--- src/rtl/irq_agg_pkg.sv ---
package irq_agg_pkg;
  localparam int REG_W = 32;

  // byte offsets on the register port
  localparam int OFF_GIE  = 'h1C;
  localparam int OFF_STAT = 'h20;
  localparam int OFF_EN   = 'h28;

  // status bit positions
  localparam int B_TXE  = 2;
  localparam int B_TXU  = 3;
  localparam int B_RXF  = 4;
  localparam int B_RXO  = 5;
  localparam int B_TXH  = 6;
  localparam int B_RXNE = 8;
  localparam int B_GIE  = 31;

  localparam logic [REG_W-1:0] STAT_MASK =
      (REG_W'(1) << B_TXE) | (REG_W'(1) << B_TXU) | (REG_W'(1) << B_RXF) |
      (REG_W'(1) << B_RXO) | (REG_W'(1) << B_TXH) | (REG_W'(1) << B_RXNE);
  localparam logic [REG_W-1:0] GIE_MASK = REG_W'(1) << B_GIE;
endpackage

--- src/rtl/irq_status_reg.sv ---
module irq_status_reg
  import irq_agg_pkg::*;
(
  input  logic             clk,
  input  logic             rst,
  input  logic             wr_stat,
  input  logic [REG_W-1:0] wdata,
  input  logic             access,
  input  logic [REG_W-1:0] ev_set,
  input  logic [REG_W-1:0] lvl_set,
  output logic [REG_W-1:0] stat_next,
  output logic [REG_W-1:0] stat_q
);
  logic [REG_W-1:0] toggled;

  always_comb begin
    toggled   = stat_q ^ (wr_stat ? wdata : '0);
    stat_next = (toggled | ev_set | (access ? lvl_set : '0)) & STAT_MASK;
  end

  always_ff @(posedge clk) begin
    if (rst) stat_q <= '0;
    else     stat_q <= stat_next;
  end

  // Without a status write no bit may fall
  assert_no_autoclear_R4: assert property (@(posedge clk) disable iff (rst)
    !wr_stat |=> ((stat_q & $past(stat_q)) == $past(stat_q)));

  assert_level_set_R4: assert property (@(posedge clk) disable iff (rst)
    (access && lvl_set[B_RXNE]) |=> stat_q[B_RXNE]);

  assert_event_set_R2: assert property (@(posedge clk) disable iff (rst)
    ev_set[B_TXU] |=> stat_q[B_TXU]);

  assert_unused_zero_R5: assert property (@(posedge clk) disable iff (rst)
    (stat_q & ~STAT_MASK) == '0);
endmodule

--- src/rtl/irq_enable_regs.sv ---
module irq_enable_regs
  import irq_agg_pkg::*;
(
  input  logic             clk,
  input  logic             rst,
  input  logic             wr_en,
  input  logic             wr_gie,
  input  logic [REG_W-1:0] wdata,
  output logic [REG_W-1:0] en_next,
  output logic [REG_W-1:0] en_q,
  output logic [REG_W-1:0] gie_next,
  output logic [REG_W-1:0] gie_q
);
  always_comb begin
    en_next  = wr_en  ? (wdata & STAT_MASK) : en_q;
    gie_next = wr_gie ? (wdata & GIE_MASK)  : gie_q;
  end

  always_ff @(posedge clk) begin
    if (rst) begin
      en_q  <= '0;
      gie_q <= '0;
    end else begin
      en_q  <= en_next;
      gie_q <= gie_next;
    end
  end

  assert_gie_only_top_R6: assert property (@(posedge clk) disable iff (rst)
    $countones(gie_q) <= 1 && (gie_q & ~GIE_MASK) == '0);

  assert_en_hold_R6: assert property (@(posedge clk) disable iff (rst)
    !wr_en |=> $stable(en_q));
endmodule

--- src/rtl/irq_combine.sv ---
module irq_combine
  import irq_agg_pkg::*;
(
  input  logic             clk,
  input  logic             rst,
  input  logic [REG_W-1:0] stat_next,
  input  logic [REG_W-1:0] en_next,
  input  logic [REG_W-1:0] gie_next,
  output logic             irq_q
);
  logic pending;

  always_comb pending = gie_next[B_GIE] && (|(stat_next & en_next));

  always_ff @(posedge clk) begin
    if (rst) irq_q <= 1'b0;
    else     irq_q <= pending;
  end
endmodule

--- src/rtl/irq_status_agg.sv ---
module irq_status_agg
  import irq_agg_pkg::*;
#(
  parameter int ADDR_W = 8
) (
  input  logic              clk,
  input  logic              rst,
  input  logic [ADDR_W-1:0] bus_addr,
  input  logic              bus_wr,
  input  logic              bus_rd,
  input  logic [REG_W-1:0]  bus_wdata,
  output logic [REG_W-1:0]  bus_rdata,
  input  logic              ev_tx_empty,
  input  logic              ev_tx_underrun,
  input  logic              ev_rx_full,
  input  logic              ev_rx_overrun,
  input  logic              ev_tx_half,
  input  logic              ev_xfer_done,
  input  logic              lvl_rx_nonempty,
  input  logic              lvl_rx_full,
  output logic              irq
);
  localparam logic [ADDR_W-1:0] A_GIE  = ADDR_W'(OFF_GIE);
  localparam logic [ADDR_W-1:0] A_STAT = ADDR_W'(OFF_STAT);
  localparam logic [ADDR_W-1:0] A_EN   = ADDR_W'(OFF_EN);

  logic             sel_gie, sel_stat, sel_en, access;
  logic [REG_W-1:0] ev_set, lvl_set;
  logic [REG_W-1:0] stat_next, stat_q, en_next, en_q, gie_next, gie_q;
  logic [REG_W-1:0] rd_mux;

  always_comb begin
    sel_gie  = (bus_addr == A_GIE);
    sel_stat = (bus_addr == A_STAT);
    sel_en   = (bus_addr == A_EN);
    access   = bus_rd | bus_wr;

    ev_set = '0;
    ev_set[B_TXE]  = ev_tx_empty | ev_xfer_done;
    ev_set[B_TXU]  = ev_tx_underrun;
    ev_set[B_RXF]  = ev_rx_full;
    ev_set[B_RXO]  = ev_rx_overrun;
    ev_set[B_TXH]  = ev_tx_half;
    ev_set[B_RXNE] = ev_xfer_done;

    lvl_set = '0;
    lvl_set[B_RXNE] = lvl_rx_nonempty;
    lvl_set[B_RXF]  = lvl_rx_full;
  end

  irq_status_reg u_status (
    .clk       (clk),
    .rst       (rst),
    .wr_stat   (bus_wr & sel_stat),
    .wdata     (bus_wdata),
    .access    (access),
    .ev_set    (ev_set),
    .lvl_set   (lvl_set),
    .stat_next (stat_next),
    .stat_q    (stat_q)
  );

  irq_enable_regs u_enable (
    .clk      (clk),
    .rst      (rst),
    .wr_en    (bus_wr & sel_en),
    .wr_gie   (bus_wr & sel_gie),
    .wdata    (bus_wdata),
    .en_next  (en_next),
    .en_q     (en_q),
    .gie_next (gie_next),
    .gie_q    (gie_q)
  );

  irq_combine u_combine (
    .clk       (clk),
    .rst       (rst),
    .stat_next (stat_next),
    .en_next   (en_next),
    .gie_next  (gie_next),
    .irq_q     (irq)
  );

  always_comb begin
    unique case (1'b1)
      sel_stat: rd_mux = stat_q;
      sel_en:   rd_mux = en_q;
      sel_gie:  rd_mux = gie_q;
      default:  rd_mux = '0;
    endcase
  end

  always_ff @(posedge clk) begin
    if (rst)         bus_rdata <= '0;
    else if (bus_rd) bus_rdata <= rd_mux;
  end

  assert_irq_match_R7: assert property (@(posedge clk) disable iff (rst)
    irq == (gie_q[B_GIE] && (|(stat_q & en_q))));

  assert_irq_gated_R7: assert property (@(posedge clk) disable iff (rst)
    (!gie_q[B_GIE] && !bus_wr) |=> !irq);

  assert_set_wins_R9: assert property (@(posedge clk) disable iff (rst)
    (bus_wr && sel_stat && ev_rx_overrun) |=> stat_q[B_RXO]);

  assert_rdata_hold_R8: assert property (@(posedge clk) disable iff (rst)
    !bus_rd |=> $stable(bus_rdata));
endmodule

--- config.mk ---
export PLATFORM = sky130hd
export DESIGN_NAME = irq_status_agg
export DESIGN_NICKNAME = d
export VERILOG_FILES = /design/src/rtl/irq_agg_pkg.sv /design/src/rtl/irq_status_reg.sv /design/src/rtl/irq_enable_regs.sv /design/src/rtl/irq_combine.sv /design/src/rtl/irq_status_agg.sv
export SDC_FILE = /design/constraint.sdc
export NUM_CORES = 1
export LEC_CHECK = 0
export BUFFER_PORTS_ARGS = -buffer_cell sky130_fd_sc_hd__buf_2
export CAP_MARGIN = 15
export CORE_MARGIN = 4
export CORE_UTILIZATION = 30
export DETAILED_ROUTE_END_ITERATION = 10
export GPL_TIMING_DRIVEN = 0
export PLACE_DENSITY = 0.62
export SYNTH_ARGS = -nofsm -noshare
export SYNTH_HDL_FRONTEND = slang
export SYNTH_SLANG_ARGS = --single-unit
--- constraint.sdc ---
create_clock -name clk -period 4.6 [get_ports clk]
set_input_delay 0.46 -clock clk [delete_from_list [all_inputs] [get_ports clk]]
set_output_delay 0.46 -clock clk [all_outputs]
set_load 0.02 [all_outputs]
Word-level counts from Yosys, hierarchy flattened
Index checks and enable logic that the tools add are counted.
{ "op_classes": {"add_sub_neg": 0, "mul": 0, "div": 0, "magnitude_cmp": 0, "n_eq_ne": 3, "shifts": 0, "n_mux": 5, "n_bitwise": 9, "n_reduce_logical": 2} }
{ "ops": {"columns": ["op", "n"], "rows": [
  ["$pmux 32 s3", 1],
  ["$mux 32", 2],
  ["$and 9x32->32", 1],
  ["$reduce_or 32->1", 1],
  ["$mux 9", 2],
  ["$or 9x9->9", 2],
  ["$eq 8x6->1 const B", 2],
  ["$xor 9x9->9", 1],
  ["$eq 8x5->1 const B", 1],
  ["$and 1x1->1", 3],
  ["$or 1x1->1", 2],
  ["$logic_and 1x1->1", 1]
]} }
{ "totals": {"register_bits": 72, "latchBits": 0, "mem_bits_rw": 0, "romBits": 0, "input_bits": 52, "output_inout_bits": 33, "word_cells": 24, "n_memories": 0} }

Logic depth before layout (Yosys ltp)
Gate-level depths: netlist of the first run.
{ "depth": {"word_depth": 9, "depth_mapped": 6, "depth_no_buf": 5} }

Cells and area by module
From an unflattened synthesis of the first run, not the netlist that was laid out.
{ "unflattened": {"cells_unflattened": 532, "area_unflattened_um2": 4983.5} }
{ "modules_own_cells": {"columns": ["module", "instances", "cells_per_inst", "area_each_um2", "seq_area_each_um2"], "rows": [
  ["irq_enable_regs", 1, 205, 2177.1, 1281.2],
  ["irq_status_agg", 1, 214, 1894.3, 640.6],
  ["irq_status_reg", 1, 90, 728.2, 120.1],
  ["irq_combine", 1, 23, 183.9, 20.0]
]} }

Worst setup path before layout of the first run
OpenSTA, ideal clock, no wires.
{ "synth_path": {"path_type": "input to register", "startpoint": "input bus_addr[7]", "endpoint": "register u_combine.irq_q", "setup_ns": 0.088, "t_arrival_ns": 2.144, "required_ns": 4.512, "path_slack_ns": 2.368, "path_stages": 6, "n_path_buf": 1, "path_cell_list": "or4_4 > buf_6 > nor4_1 > mux2_2 > o22a_1 > a311oi_2"} }
{ "synth_via": {"elab_chain_cells": 9, "word_cells_on_any_way": 15, "classes_between": "eq/ne (3); mux (3); bitwise (7); reduce/logical (2)"} }
{ "synth_rtl": {"columns": ["element", "line_no", "source"], "rows": [
  ["start: declaration", "irq_status_agg.sv:8", "input logic [ADDR_W-1:0] bus_addr,"],
  ["$eq 8x6->1", "irq_status_agg.sv:34", "sel_stat = (bus_addr == A_STAT);"],
  ["$and 1x1->1", "irq_status_agg.sv:54", ".wr_stat (bus_wr & sel_stat),"],
  ["$mux 9", "irq_status_reg.sv:17", "toggled = stat_q ^ (wr_stat ? wdata : '0);"],
  ["$xor 9x9->9", "irq_status_reg.sv:17", null],
  ["$or 9x9->9 (2 in a row)", "irq_status_reg.sv:18", "stat_next = (toggled | ev_set | (access ? lvl_set : '0)) & STAT_MASK;"],
  ["$and 9x32->32", "irq_combine.sv:13", "always_comb pending = gie_next[B_GIE] && (|(stat_next & en_next));"],
  ["$reduce_or 32->1", "irq_combine.sv:13", null],
  ["$logic_and 1x1->1 (*)", "irq_combine.sv:13", null],
  ["end signal: assignment", "irq_combine.sv:17", "else irq_q <= pending;"],
  ["end: declaration", "irq_combine.sv:9", "output logic irq_q"]
]} }
Mark *: on every way between the ends. The rest lies on a longest branch, timed or not.
A chain may end at the register's enable or synchronous reset.

Worst setup path in the final report of the first run
{ "layout_path": {"startpoint": "input bus_addr[2]", "endpoint": "register u_combine.irq_q"} }
Same word-level chain as after synthesis.

==> flow_metrics.tcl, run 1 <==
set metrics [dict create \
    placedCellCount 242 \
    hp-class "in2reg" \
    cp_num_buf_inv 2 \
    io_pins 85 \
    cp_slowest_cell "or4b_1" \
    port_buffers 33 \
    worst_pin_slew_ns 0.822 \
    ant_nets 0 \
    status "complete, no violations" \
    grt_max_degree 12 \
    r2r_start "u_status.stat_q[4]" \
    seq_area_frac_synth_pct 35.0 \
    clock_sinks 21 \
    start_util_pct 31.8 \
    netlist_top_cells_area "dfxtp_1 (35%), buf_4 (16%), nor2_1 (7.8%)" \
    hold_viol 0 \
    nets 251 \
    maxCapViolCount 0 \
    met1_usage_pct 12.5 \
    dr_total_vias 1054 \
    clock-root-buffer "clkbuf_8" \
    antenna_found_initial 0 \
    path_class "in2reg" \
    synth_area_um2 1200 \
    grt_overflow_total 0 \
    whs_ns 0.398 \
    final_cell_area_um2 1560 \
    grtUsageMet2_pct 18.9 \
    r2r-end "u_combine.irq_q" \
    endpoint_kind "register" \
    clk_latency_ns 0.26 \
    syn_to_final_growth_pct 30.0 \
    n_antenna_cell 0 \
    crit_family "simple AND/OR/NAND/NOR gates" \
    skew_ns 0.00137 \
    drc_errors 0 \
    yosysTopAreaCell "dfxtp_1" \
    rrSetupSlack_ns 3.24 \
    crit_path_max_incr_delay_ns 0.50 \
    row_count 22 \
    dr.pass1.iters 4 \
    synth.distinct_cells 32 \
    worstPathArrival_ns 2.34 \
    grt_pass1_vias 1000 \
    synthCells 137 \
    gr-max-usage-layer "met2" \
    cts_tree "done" \
    fin_cells 246 \
    cts_setup_buffers 0 \
    total_power_uw 379 \
    grt_usage_pct 11.1 \
    die_area_um2 5080 \
    synth_edf_count 0 \
    synth_top_area_share_pct 35.0 \
    clk_pin_slew_ns 0.07 \
    ir_drop_v 0.0000660 \
    finalSetupViolCount 0 \
    crit_fanout 7 \
    final_layout_size_suffix_gt1_share_pct 36.4 \
    met3_usage_pct 4.35 \
    min_to "u_combine.irq_q" \
    wl_per_cell_um 11.3 \
    postCtsHoldBufs 0 \
    dp_hpwl_um 2230 \
    cp.required_ns 4.78 \
    hp-start "rst" \
    leakage_nw 0.775 \
    numCtsBuffers 3 \
    final_util_pct 41.4 \
    slew_headroom_pct 44.8 \
    whs_path_depth 2 \
    async_reset_ff_share_pct 0 \
    chipWidth_um 71.2 \
    pre_cts_slack_ns 2.17 \
    cts_max_level 1 \
    period_needed_ns 2.16 \
    drv_slew 0 \
    core_um2 3770 \
    cp-start-kind "primary input" \
    via_per_inst 4.28 \
    grt_pass1_wl_um 4420 \
    routabilityCongestion 0.748 \
    ys_ff_latch 21 \
    rsz0062_at_grt "no" \
    die_h_um 71.2 \
    avgSynthCellArea_um2 8.76 \
    fin_crit_sh_pct 47.0 \
    first_iter_violations 51 \
    rr_worst_depth 4 \
    ys_warn_count 0 \
    cts_resized 0 \
    cts_buffer_depth 2 \
    synth_ff_type "dfxtp_1" \
    timing.final.ws_setup_ns 2.44 \
    wirelength_um 2790 \
    post_dp_cell_area_um2 1520 \
    max_freq_ghz 0.463 \
    tns_ns 0 \
    p_per_area_nw_per_um2 243 \
    path_cells "buf_2 -> or4b_1 -> clkbuf_2 -> nor4_1 -> mux2_2 -> o22a_1 -> a311oi_2" \
]
-- power breakdown --
part           internal (mW)  leakage (nW)  switching [mW]  total [mW]
Combinational         0.0314         0.581          0.0409      0.0723
Clock                 0.0617        0.0228          0.0570       0.119
Sequential             0.186         0.171         0.00275       0.188
-- cell usage after synthesis, types with 2 or more instances --
master	count
nand3_1	2
mux2_2	4
a222oi_1	6
dfxtp_1	21
o22a_1	3
nor3_1	5
buf_4	25
inv_1	3
nor2b_1	3
clkbuf_1	3
nand2_1	7
nor2_1	25
mux2i_1	9
nor4_1	2
nor3b_1	2
-- flip-flops by register name, summed over array words and instances, names as in the netlist --
register and flops:
u_combine.irq_q 1, u_enable.gie_q 1, u_status.stat_q 6, u_enable.en_q 6, bus_rdata 7
-- how the worst max path moves through the flow --
stage / start / to / slack [ns] / depth (start not counted)
detailed placement: bus_addr[2] / u_combine.irq_q / 2.17 / 7
finish: bus_addr[2] / u_combine.irq_q / 2.44 / 7
global route: bus_addr[2] / u_combine.irq_q / 2.34 / 7
CTS: bus_addr[7] / u_combine.irq_q / 2.44 / 7
floorplan: bus_addr[7] / u_combine.irq_q / 2.37 / 6
global placement: bus_addr[2] / u_combine.irq_q / 2.18 / 7
-- worst reg2reg max path, cell delays in order, from the launching register on --
cell and delay [ns]:
dfxtp_1 0.32, or3b_2 0.45, mux2i_1 0.21, o22a_1 0.19
a311oi_2 0.08
-- kinds of logic after synthesis --
| group | Yosys count | share of synthesized area [%] |
|---|---|---|
| AO/OA/AOI/OAI | 13 | 9.91 |
| buffers and inverters | 34 | 19.2 |
| multiplexers | 13 | 11.3 |
| other | 1 | 0.313 |
| AND/OR/NAND/NOR | 55 | 24.3 |
| flip-flops | 21 | 35.0 |
-- cell usage in the layout (no fill, tap or decap) --
master    count
or4b_1        1
o21a_1        1
nor3b_1       2
nand4b_1      1
nor3_2        1
nand2_1       7
o22a_1        3
mux2i_1       9
clkbuf_8      3
nor4_4        1
mux2_2        4
buf_2        33
a21oi_1       1
clkbuf_2      1
clkbuf_1      4
dfxtp_1      21
nor3_1        5
nand4_1       1
a311oi_2      1
nor4_1        2
buf_6         1
clkinv_1      1
nand3_1       2
or4_4         1
or3_1         1
nand3b_1      1
nor2_1       25
a222oi_1      6
nor2b_1       3
conb_1       25
inv_1         3
or3b_2        1
o21ai_0       1
buf_4        25
-- layout make-up --
| class | instances | area [µm²] |
|---|---|---|
| Clock buffer | 4 | 45.0 |
| Fill cell | 410 | 2210 |
| Buffer | 30 | 215 |
| Timing Repair Buffer | 33 | 165 |
| Multi-Input combinational cell | 106 | 639 |
| Sequential cell | 21 | 420 |
| Tap cell | 48 | 60.1 |
| Inverter | 4 | 15.0 |
-- metal layers --
metal / vias up / part of all wire [%]
met2: 42 / 47
met4: 0 / 1.5
met5: - / 0
met1: 453 / 40
met3: 5 / 11
li1: 554 / -
No activity file was read; power rests on OpenSTA's default activity.
==> inputs of run 2 (changes only) <==
ABC_AREA = 1   (was not set)
PLACE_DENSITY = 0.63   (was 0.62)
clock period = 1.9 ns   (was 4.6 ns; I/O delays follow)
==> run 2 against run 1 <==
  * Global-route usage increased by 0.42 points
  * Wire length increased by 6.9%
  * Worst setup slack got worse by 1.8 ns
  * Register-to-register slack got worse by 2.3 ns
  * Non-clock buffer count decreased by 1
  * First-iteration DRC count increased by 12%
  * Synthesized area increased by 9.2%
  * Via count increased by 19%
==> flow_metrics.tcl, run 2 <==
set metrics [dict create \
    leakage_nw 0.911 \
    yosys.area_share.simple_pct 30.6 \
    synth_edf_count 0 \
    chipWidth_um 74.1 \
    p_per_area_nw_per_um2 562 \
    worstPathArrival_ns 1.38 \
    skew_ns 0.00221 \
    endpoint_kind "register" \
    synth_top_area_share_pct 32.1 \
    io_pins 85 \
    synthCells 198 \
    clk_latency_ns 0.27 \
    period_needed_ns 1.22 \
    synth_compound_area_share_pct 10.3 \
    postCtsHoldBufs 0 \
    synth-xor-area-share_pct 0 \
    cp_slowest_cell "nor2_2" \
    cts_resized 0 \
    synthMuxAreaShare_pct 0 \
    dp_hpwl_um 2420 \
    ant_nets 0 \
    drc_errors 0 \
    max_freq_ghz 0.822 \
    intPower_uw 669 \
    largest_register_ffs 7 \
    async_reset_ff_share_pct 0 \
    grt_usage_pct 11.5 \
    ir_drop_v 0.000387 \
    core_um2 4120 \
    path_cells "buf_2 -> nor2_1 -> nand2_1 -> nor2_2 -> buf_6 -> nand3_1 -> nand2_1 -> nand3b_1 -> nand2_1 -> nand2_1 -> inv_1 -> a21oi_2" \
    top_regs "bus_rdata: 7 flops, u_enable.en_q: 6 flops, u_status.stat_q: 6 flops" \
    maxCapViolCount 0 \
    start_util_pct 31.8 \
    yosys.area_share.adder_pct 0 \
    cts_setup_buffers 0 \
    synth_common_cells "nand2_1 (50), inv_1 (34), buf_4 (25)" \
    clock_sinks 21 \
    numCtsBuffers 3 \
    port_buffers 33 \
    seq_area_frac_synth_pct 32.1 \
    final_common_cell "nand2_1" \
    dr.pass1.iters 4 \
    routabilityCongestion 0.728 \
    via_per_inst 4.06 \
    layout_common_cells "nand2_1 (50), inv_1 (34), buf_2 (34)" \
    clock-root-buffer "clkbuf_8" \
    final_layout_size_suffix_gt1_share_pct 29.3 \
    placedCellCount 305 \
    hp-class "in2reg" \
    fin_cells 309 \
    total_power_uw 941 \
    clk_pin_slew_ns 0.08 \
    timing.final.ws_setup_ns 0.683 \
    cp.required_ns 2.06 \
    wirelength_um 2980 \
    hold_viol 0 \
    avgSynthCellArea_um2 6.62 \
    drv_slew 0 \
    rsz0062_at_grt "no" \
    clockPowerShare_pct 32.5 \
    path_class "in2reg" \
    finalSetupViolCount 0 \
    grt_pass1_wl_um 4780 \
    first_iter_violations 57 \
    cts_max_level 1 \
    antenna_found_initial 0 \
    synth_area_um2 1310 \
    seqPwrFrac_pct 48.4 \
    cp-start-kind "primary input" \
    grt_max_degree 13 \
    netlist_top_cells_area "dfxtp_1 (32%), buf_4 (14%), nand2_1 (14%)" \
    nets 312 \
    grt_pass1_vias 1105 \
    ys_ff_latch 21 \
    status "complete, no violations" \
    crit_fanout 10 \
    dr_total_vias 1256 \
    pre_cts_slack_ns 0.376 \
    n_antenna_cell 0 \
    syn_to_final_growth_pct 27.8 \
    yosysTopAreaCell "dfxtp_1" \
    crit_path_max_incr_delay_ns 0.23 \
    die_area_um2 5490 \
    grt_overflow_total 0 \
    cts_tree "done" \
    ys_warn_count 0 \
    fin_crit_sh_pct 64.0 \
    top_register "bus_rdata" \
    synth_top_family_by_area "simple AND/OR/NAND/NOR gates" \
    cts_buffer_depth 2 \
    yosysMostFrequentCell "nand2_1" \
    die_h_um 74.1 \
    switchingPower_uw 271 \
    row_count 23 \
    tns_ns 0 \
    path_common_cell "nand2_1" \
    synth.distinct_cells 25 \
    swShare_pct 28.8 \
    pwr-share-comb_pct 19.1 \
    wl_per_cell_um 9.64 \
    rrSetupSlack_ns 0.92 \
    synth_ff_type "dfxtp_1" \
]
==> run 2: cell count changes in the layout (fill, tap and decap cells not counted), sizes merged, moves of 4 or more <==
cell	change
a21oi	+10
a222oi	-6
inv	+33
mux2	-4
mux2i	-9
nand2	+44
nand3	+9
nand4	+5
nor2	-10
nor3	-5
o21ai	+7
o22ai	+4
==> run 2: path summary, 6_finish.rpt <==
check | from | to | cells after the start
worst max register to register | u_status.stat_q[3] | u_combine.irq_q | 7
worst max-delay path | bus_addr[7] | u_combine.irq_q | 12
worst min register to register | bus_rdata[2] | bus_rdata[2] | 2
worst min-delay path | rst | bus_rdata[2] | 2
==> run 2: through the flow <==
step	utilization [%]	hold WS, ns	instance area [µm²]
final	40.7	0.104	1670
after global routing	40.7	0.102	1670
after CTS	40.7	0.103	1670
after detailed placement	39.6	0.393	1630
after global placement	39.6	0.389	1630
after floorplan	-	0.259	1400
==> run 2: final cells by class <==
class                      count  area [µm²]
multi-input combinational    136         629
clock buffer                   3        41.3
tap                           50        62.6
timing repair buffer          33         165
sequential                    21         420
clock inverter                 1        5.00
inverter                      36         135
buffer                        29         215
fill                         450        2440
==> run 2: worst max-delay path, delay by kind of cell <==
| kind | cells | cell delay (ns) |
|---|---|---|
| buf+inv | 3 | 0.34 |
| compound gates | 1 | 0.05 |
| simple gates | 8 | 0.79 |
==> run 2: per-layer routing <==
metal  share of wire [%]  global-route usage [%]
met5                   0                       0
met4                 1.4                    4.83
met3                 9.7                    3.92
met2                  48                    18.7
met1                  41                    13.8
==> run 2: cell families after synthesis <==
family	count (synthesis)
flip-flops	21
buffers and inverters	65
AND/OR/NAND/NOR	87
other	1
AO/OA/AOI/OAI	24
==> run 2: power groups by stage <==
stage	clock network, mW	logic, mW	registers [mW]
2_1_floorplan	0	0.132	0.466
6_report	0.306	0.180	0.455
3_3_place_gp	0	0.178	0.465
4_1_cts	0.312	0.179	0.455
5_1_grt	0.333	0.200	0.456
3_5_place_dp	0	0.178	0.465
